--- src/rtl/hs_stage_pkg.sv ---
package hs_stage_pkg;

  typedef enum logic [2:0] {
    PH_IDLE      = 3'd0,
    PH_LAUNCH    = 3'd1,
    PH_OFFER     = 3'd2,
    PH_GRANT     = 3'd3,
    PH_RTZ_LNCH  = 3'd4,
    PH_RTZ_OFFER = 3'd5
  } phase_e;

  typedef struct packed {
    logic start;
    logic req;
    logic ack;
  } ctrl_out_t;

  function automatic ctrl_out_t phase_outputs(phase_e ph);
    ctrl_out_t o;
    o = '0;
    case (ph)
      PH_LAUNCH:    o = '{start: 1'b1, req: 1'b0, ack: 1'b0};
      PH_OFFER:     o = '{start: 1'b1, req: 1'b1, ack: 1'b0};
      PH_GRANT:     o = '{start: 1'b1, req: 1'b1, ack: 1'b1};
      PH_RTZ_LNCH:  o = '{start: 1'b0, req: 1'b1, ack: 1'b1};
      PH_RTZ_OFFER: o = '{start: 1'b0, req: 1'b0, ack: 1'b1};
      default:      o = '0;
    endcase
    return o;
  endfunction

endpackage

--- src/rtl/hs_level_sync.sv ---
module hs_level_sync #(
  parameter int WIDTH  = 3,
  parameter int STAGES = 2
) (
  input  logic             clk,
  input  logic             rst_n,
  input  logic [WIDTH-1:0] d_async,
  output logic [WIDTH-1:0] q_sync
);
  localparam int LAST = STAGES - 1;

  logic [WIDTH-1:0] chain [STAGES];

  genvar g;
  generate
    for (g = 0; g < STAGES; g++) begin : g_stage
      if (g == 0) begin : g_first
        always_ff @(posedge clk or negedge rst_n) begin
          if (!rst_n) chain[g] <= '0;
          else        chain[g] <= d_async;
        end
      end else begin : g_rest
        always_ff @(posedge clk or negedge rst_n) begin
          if (!rst_n) chain[g] <= '0;
          else        chain[g] <= chain[g-1];
        end
      end
    end
  endgenerate

  assign q_sync = chain[LAST];
endmodule

--- src/rtl/hs_phase_fsm.sv ---
module hs_phase_fsm
  import hs_stage_pkg::*;
(
  input  logic      clk,
  input  logic      rst_n,
  input  logic      req_s,
  input  logic      done_s,
  input  logic      ack_s,
  output phase_e    phase,
  output ctrl_out_t outs
);
  phase_e phase_nx;

  always_comb begin
    phase_nx = phase;
    case (phase)
      PH_IDLE:      if (req_s)   phase_nx = PH_LAUNCH;
      PH_LAUNCH:    if (done_s)  phase_nx = PH_OFFER;
      PH_OFFER:     if (ack_s)   phase_nx = PH_GRANT;
      PH_GRANT:     if (!req_s)  phase_nx = PH_RTZ_LNCH;
      PH_RTZ_LNCH:  if (!done_s) phase_nx = PH_RTZ_OFFER;
      PH_RTZ_OFFER: if (!ack_s)  phase_nx = PH_IDLE;
      default:                   phase_nx = PH_IDLE;
    endcase
  end

  always_ff @(posedge clk or negedge rst_n) begin
    if (!rst_n) phase <= PH_IDLE;
    else        phase <= phase_nx;
  end

  assign outs = phase_outputs(phase);
endmodule

--- src/rtl/hs_order_monitor.sv ---
module hs_order_monitor
  import hs_stage_pkg::*;
(
  input  logic   clk,
  input  logic   rst_n,
  input  phase_e phase,
  input  logic   req_s,
  input  logic   done_s,
  input  logic   ack_s,
  output logic   err
);
  logic bad;
  logic err_set;

  // Each phase permits some inputs to be only at one level; moving ones are free.
  always_comb begin
    bad = 1'b0;
    case (phase)
      PH_IDLE:      bad = done_s | ack_s;
      PH_LAUNCH:    bad = !req_s | ack_s;
      PH_OFFER:     bad = !req_s | !done_s;
      PH_GRANT:     bad = !done_s | !ack_s;
      PH_RTZ_LNCH:  bad = req_s | !ack_s;
      PH_RTZ_OFFER: bad = req_s | done_s;
      default:      bad = 1'b1;
    endcase
  end

  assign err_set = bad & !err;

  always_ff @(posedge clk or negedge rst_n) begin
    if (!rst_n)       err <= 1'b0;
    else if (err_set) err <= 1'b1;
  end
endmodule

--- src/rtl/hs_stage_ctrl.sv ---
module hs_stage_ctrl
  import hs_stage_pkg::*;
#(
  parameter int SYNC_STAGES = 2
) (
  input  logic clk,
  input  logic rst_n,
  input  logic up_req,
  output logic up_ack,
  output logic dp_start,
  input  logic dp_done,
  output logic dn_req,
  input  logic dn_ack,
  output logic proto_err
);
  localparam int NIN = 3;

  logic [1:0]     rst_pipe;
  logic           rst_n_i;
  logic [NIN-1:0] in_sync;
  logic           req_s, done_s, ack_s;
  phase_e         phase;
  ctrl_out_t      outs;

  always_ff @(posedge clk or negedge rst_n) begin
    if (!rst_n) rst_pipe <= 2'b00;
    else        rst_pipe <= {rst_pipe[0], 1'b1};
  end
  assign rst_n_i = rst_pipe[1];

  hs_level_sync #(.WIDTH(NIN), .STAGES(SYNC_STAGES)) u_sync (
    .clk     (clk),
    .rst_n   (rst_n_i),
    .d_async ({up_req, dp_done, dn_ack}),
    .q_sync  (in_sync)
  );
  assign {req_s, done_s, ack_s} = in_sync;

  hs_phase_fsm u_fsm (
    .clk    (clk),
    .rst_n  (rst_n_i),
    .req_s  (req_s),
    .done_s (done_s),
    .ack_s  (ack_s),
    .phase  (phase),
    .outs   (outs)
  );

  hs_order_monitor u_mon (
    .clk    (clk),
    .rst_n  (rst_n_i),
    .phase  (phase),
    .req_s  (req_s),
    .done_s (done_s),
    .ack_s  (ack_s),
    .err    (proto_err)
  );

  assign dp_start = outs.start;
  assign dn_req   = outs.req;
  assign up_ack   = outs.ack;
endmodule

--- config.mk ---
export PLATFORM = sky130hd
export DESIGN_NAME = hs_stage_ctrl
export DESIGN_NICKNAME = d
export VERILOG_FILES = /design/src/rtl/hs_stage_pkg.sv /design/src/rtl/hs_level_sync.sv /design/src/rtl/hs_phase_fsm.sv /design/src/rtl/hs_order_monitor.sv /design/src/rtl/hs_stage_ctrl.sv
export SDC_FILE = /design/constraint.sdc
export NUM_CORES = 1
export LEC_CHECK = 0
export CAP_MARGIN = 5
export CORE_MARGIN = 5
export CORE_UTILIZATION = 45
export CTS_BUF_LIST = sky130_fd_sc_hd__clkbuf_8
export DETAILED_ROUTE_END_ITERATION = 8
export GPL_TIMING_DRIVEN = 0
export PLACE_DENSITY = 0.69
export REMOVE_ABC_BUFFERS = 1
export SYNTH_ARGS = -nofsm -noshare
export SYNTH_HDL_FRONTEND = slang
export SYNTH_HIERARCHICAL = 1
export SYNTH_SLANG_ARGS = --single-unit
--- constraint.sdc ---
create_clock -name clk -period 4.35 [get_ports clk]
set_clock_uncertainty 0.2 [all_clocks]
set_input_delay 0.435 -clock clk [delete_from_list [all_inputs] [get_ports clk]]
set_output_delay 0.435 -clock clk [all_outputs]
set_load 0.01 [all_outputs]
# --- Word-level counts from Yosys, hierarchy flattened ---
# Cells that the tools add are included.
totals:
  reg_bits: 12
classes:
  reduce_logical: 6
  n_bitwise: 7
  eq_ne: 11
  muxes: 9
ops:
  columns: ["op", "n"]
  rows:
  - ["two-way mux 3 bit", 6]
  - ["one-hot mux 3 bit (6 select lines)", 1]
  - ["one-hot mux 3 bit (5 select lines)", 1]
  - ["inequality test 2 bit (second input constant)", 6]
  - ["equality test 3 x 2 -> 1 bit (second input constant)", 2]
  - ["equality test 3 bit (second input constant)", 2]
  - ["OR 1 bit", 6]
  - ["one-hot mux 1 bit (6 select lines)", 1]
  - ["AND reduction 6 bit", 1]
  - ["zero test 1 bit", 4]
  - ["equality test 3 x 1 -> 1 bit (second input constant)", 1]
  - ["zero test 3 bit", 1]
  - ["bitwise AND 1 bit", 1]

# --- Longest topological paths before layout ---
logic_depth:
  depth_word: 4
  ltp_mapped: 6
  mapped_depth_nobuf: 5

# --- By module ---
# The synthesis kept the hierarchy.
by_module_without_submodules:
  columns: ["mod", "cells_per_inst", "area_per_inst_um2", "instances"]
  rows:
  - ["hs_phase_fsm", 31, 267.8, 1]
  - ["hs_level_sync", 9, 172.7, 1]
  - ["hs_order_monitor", 12, 92.6, 1]
  - ["hs_stage_ctrl", 3, 53.8, 1]

# --- Worst setup path before layout ---
# No wires, ideal clock.
synth_path:
  path_type: "register to output"
  startpoint: "register u_fsm.phase[1]"
  endpoint: "output dn_req"
  path_stages_with_launch: 7
  arrival_ns: 1.334
  path_slack_ns: 2.381
  cell_sequence: "dfrtp_1 -> buf_6 -> inv_2 -> ha_1 -> nor3b_1 -> a31oi_1 -> o2bb2ai_1"
synth_between:
  elab_chain_cells: 2
  elab_cells_between_ends: 6
synth_rtl:
  columns: ["element", "line_no", "rtl"]
  rows:
  - ["from (decl)", "hs_phase_fsm.sv:9", "output phase_e phase,"]
  - ["from (signal assigned)", "hs_phase_fsm.sv:29", "else phase <= phase_nx;"]
  - ["equality test 3 bit, or another cell as far along", "hs_stage_pkg.sv:21", "case (ph)"]
  - ["one-hot mux 3 bit (5 select lines) (*)", "hs_stage_pkg.sv:21", null]
  - ["to (decl)", "hs_stage_ctrl.sv:12", "output logic dn_req,"]
# Every way passes the cells marked *; elsewhere a longest branch is shown, timed or not.

# --- Final worst setup path ---
# Ends and elaborated chain as after synthesis.

==> impl_metrics.csv <==
group,metric,value,unit
global_routing,gr-usage-all-layers,12.6,%
critical_path,critPathLaunchType,"flip-flop",
critical_path,critPathArrivalTime,2.28,ns
cells_and_area,multi_input_area,234,sq um
floorplan,pin_count,9,
sta,setup_viol,0,
synth,synthMuxAreaShare,5.97,%
clock_network,clkLatencyLatePin,0.24,ns
clock_network,cts_buffers,3,
power_and_ir_drop,leakage,0.315,nW
global_routing,antenna_found_initial,0,
critical_path,critPathCaptureType,"output pin",
synth,postSynthCellCount,55,
cells_and_area,stdcell_area,717,sq um
detailed_routing,drtIter0Drc,7,
clock_network,cts_root_buf,"clkbuf_8",
synth,synth-main-ff-cell,"dfrtp_1",
placement,gp_congestion,0.686,
global_routing,gr-total-overflow,0,
synth,synth_top_area_share,51.2,%
cells_and_area,fillers,112,
detailed_routing,routed_wl,1020,um
critical_path,path_class,"flip-flop to output pin",
critical_path,cp_cell_sequence,"inv_2, ha_1, nor3b_1, a31oi_1, o2bb2ai_1, clkdlybuf4s50_1",
placement,place_area,652,sq um
synth,synthXorXnorAreaFrac,0,%
synth,synth-seq-cells,12,
synth,synth_area_leaders,"dfrtp_1 51%, ha_1 4.3%, buf_4 3.8%, mux2i_1 3.4%, o2bb2ai_1 3.0%",
placement,dp_hpwl,672,um
synth,synth-adder-area-share,4.26,%
synth,synth_top_family_by_area,"compound AO/OA/AOI/OAI gates",
detailed_routing,drc,0,
critical_path,cp_top_family,"buffers and inverters",
synth,synth-edff-count,0,
synth,async_flop_share,100,%
sta,final-max-slew-violation-count,0,
cells_and_area,final_layout_size_suffix_gt1_share,12.5,%
power_and_ir_drop,peakVddDrop,0.424,mV
sta,timing.fmax,343,MHz
cells_and_area,syn_to_final_growth,22.2,%
clock_network,cts_setup_buffers,0,
floorplan,fp.dieH,46.1,um
run_status,status,"complete, no violations",
critical_path,max_stage_delay,0.59,ns
power_and_ir_drop,p_per_area,662,mW/mm^2
placement,portBuffers,8,
cells_and_area,instances_no_fill,79,
cells_and_area,seqCellArea,300,sq um
sta,setup_slack,1.44,ns
detailed_routing,drt_first_pass_iters,4,
global_routing,grt_pass1_vias,408,
sta,finalCritPeriodShare,66.9,%
floorplan,fp.dieArea,0.00213,sq mm
detailed_routing,vias,404,
detailed_routing,post_drt_via_cell_ratio,5.11,
floorplan,chipWidth,46.1,um
sta,fin_setup_tns,0,ns
synth,ys_types,28,
critical_path,path_max_fanout,12,
run,cap_violations,0,
clock_network,clockBufferDepth,2,
synth,synth-compound-area-share,15.8,%
sta,hold_viol,0,
synth,yosysTopAreaCell,"dfrtp_1",
clock_network,clkSinkCount,12,
clock_network,cts_tree,"yes",
synth,post-synth-top-count-cell,"dfrtp_1",
sta,fin_hold_ws,0.144,ns
critical_path,crit_required,3.71,ns
synth,synth_warnings,6,
global_routing,grt_pass1_wl,1800,um
cells_and_area,diodes,0,
clock_network,clkTransAtPathRegs,0.05,ns
hold_path,hold_path_class,"flip-flop to flip-flop",
floorplan,core_area,0.00127,sq mm
critical_path,crit_buf_inv,2,
synth,avgSynthCellArea,10.7,sq um
sta,rsz0062_at_grt,"false",
synth,synthSimpleGateAreaFrac,13.2,%
clock_network,htreeDepth,1,
global_routing,grt_start_max_net_pins,14,
synth,synth_area,587,sq um
detailed_routing,ant_nets,0,
sta,timing.final.crit_period,2.91,ns
cells_and_area,layout.nets,72,
floorplan,start_util,46.3,%
placement,place_inst,74,
detailed_routing,wl_per_cell,13.0,um
critical_path,cpMaxStageDelayCell,"dfrtp_1",
synth,yosysSeqAreaShare,51.2,%
synth,synth_commonest_cells,"12 x dfrtp_1, 4 x inv_1, 4 x nand2_1, 4 x nor2_1, 3 x buf_4",
placement,pre_cts_slack,1.75,ns
floorplan,rows,13,
[layout by cell type, fill, tap and decap left out, drive strengths merged, types with 2 or more instances in the layout]
master / netlist / final
o21ai: 2 / 2
dfrtp: 12 / 12
inv: 5 / 5
nand2: 4 / 4
o2bb2ai: 2 / 2
clkbuf: 0 / 4
nand2b: 2 / 2
a21oi: 2 / 2
nor2: 4 / 4
ha: 2 / 2
clkdlybuf4s50: 0 / 8
mux2i: 2 / 2
[sequential cells by signal (all words and copies together) (netlist names)]
register / count
u_fsm/phase: 3
u_sync/chain: 3
u_sync/q_sync: 3
rst_pipe: 2
u_mon/err: 1
[power breakdown]
group / switching [W] / internal (W)
clock network: 0.0000379 / 0.0000797
registers: 0.0000434 / 0.000129
logic: 0.0000877 / 0.0000970
total: 0.000169 / 0.000306
[per-stage QoR]
step,power [W],util [%]
detailed placement,0.000354,51.4
floorplan,0.000282,-
CTS,0.000480,56.5
global placement,0.000348,51.4
global route,0.000510,56.5
finish,0.000475,56.5
[per-layer routing]
| metal | vias up | track usage [%] | part of all wire (%) |
|---|---|---|---|
| li1 | 203 | - | - |
| met1 | 191 | 13.2 | 43 |
| met2 | 8 | 20.6 | 51 |
| met3 | 2 | 4.69 | 4.6 |
| met4 | 0 | 8.52 | 1.6 |
| met5 | - | 0 | 0 |
[repair_timing]
| item | in CTS | in global routing |
|---|---|---|
| gates resized for setup | 0 | 0 |
| hold endpoints to repair | 10 | 0 |
| hold buffers | 1 | 0 |
[final timing paths]
path | start | end | slack, ns | depth (start not counted)
worst max-delay path | u_fsm/phase[1]$_DFFE_PN0P_ | dn_req | 1.44 | 6
worst min-delay path | u_sync/chain[3]$_DFF_PN0_ | u_sync/q_sync[0]$_DFF_PN0_ | 0.14 | 0
worst min register to register | u_sync/chain[3]$_DFF_PN0_ | u_sync/q_sync[0]$_DFF_PN0_ | 0.14 | 0
min in group asynchronous | rst_n | rst_pipe[1]$_DFF_PN0_ | 0.16 | 1
worst max register to register | u_fsm/phase[0]$_DFFE_PN0P_ | u_mon/err$_DFFE_PN0P_ | 2.86 | 3
max in group asynchronous | rst_pipe[1]$_DFF_PN0_ | u_mon/err$_DFFE_PN0P_ | 3.11 | 1
[final cells by class]
class                      instances  area share (%)
timing repair buffer               9            12.6
inverter                           5            2.62
tap                               15            2.62
sequential                        12            41.9
clock buffer                       4            7.68
multi-input combinational         34            32.6
[logic make-up (layout without fill, tap and decap cells)]
kind of cell | after synthesis | in the layout
buf+inv | 9 | 18
flops | 12 | 12
simple gates | 15 | 15
mux | 3 | 3
compound gates | 13 | 13
fa+ha+maj | 2 | 2
other cells | 1 | 1
[worst register-to-register path, cell delays in order (launching register included)]
cell	delay [ns]
dfrtp_1	0.51
and2_2	0.24
o41ai_1	0.25
o311ai_1	0.15
Note: power is estimated with default switching activity, not from simulation.
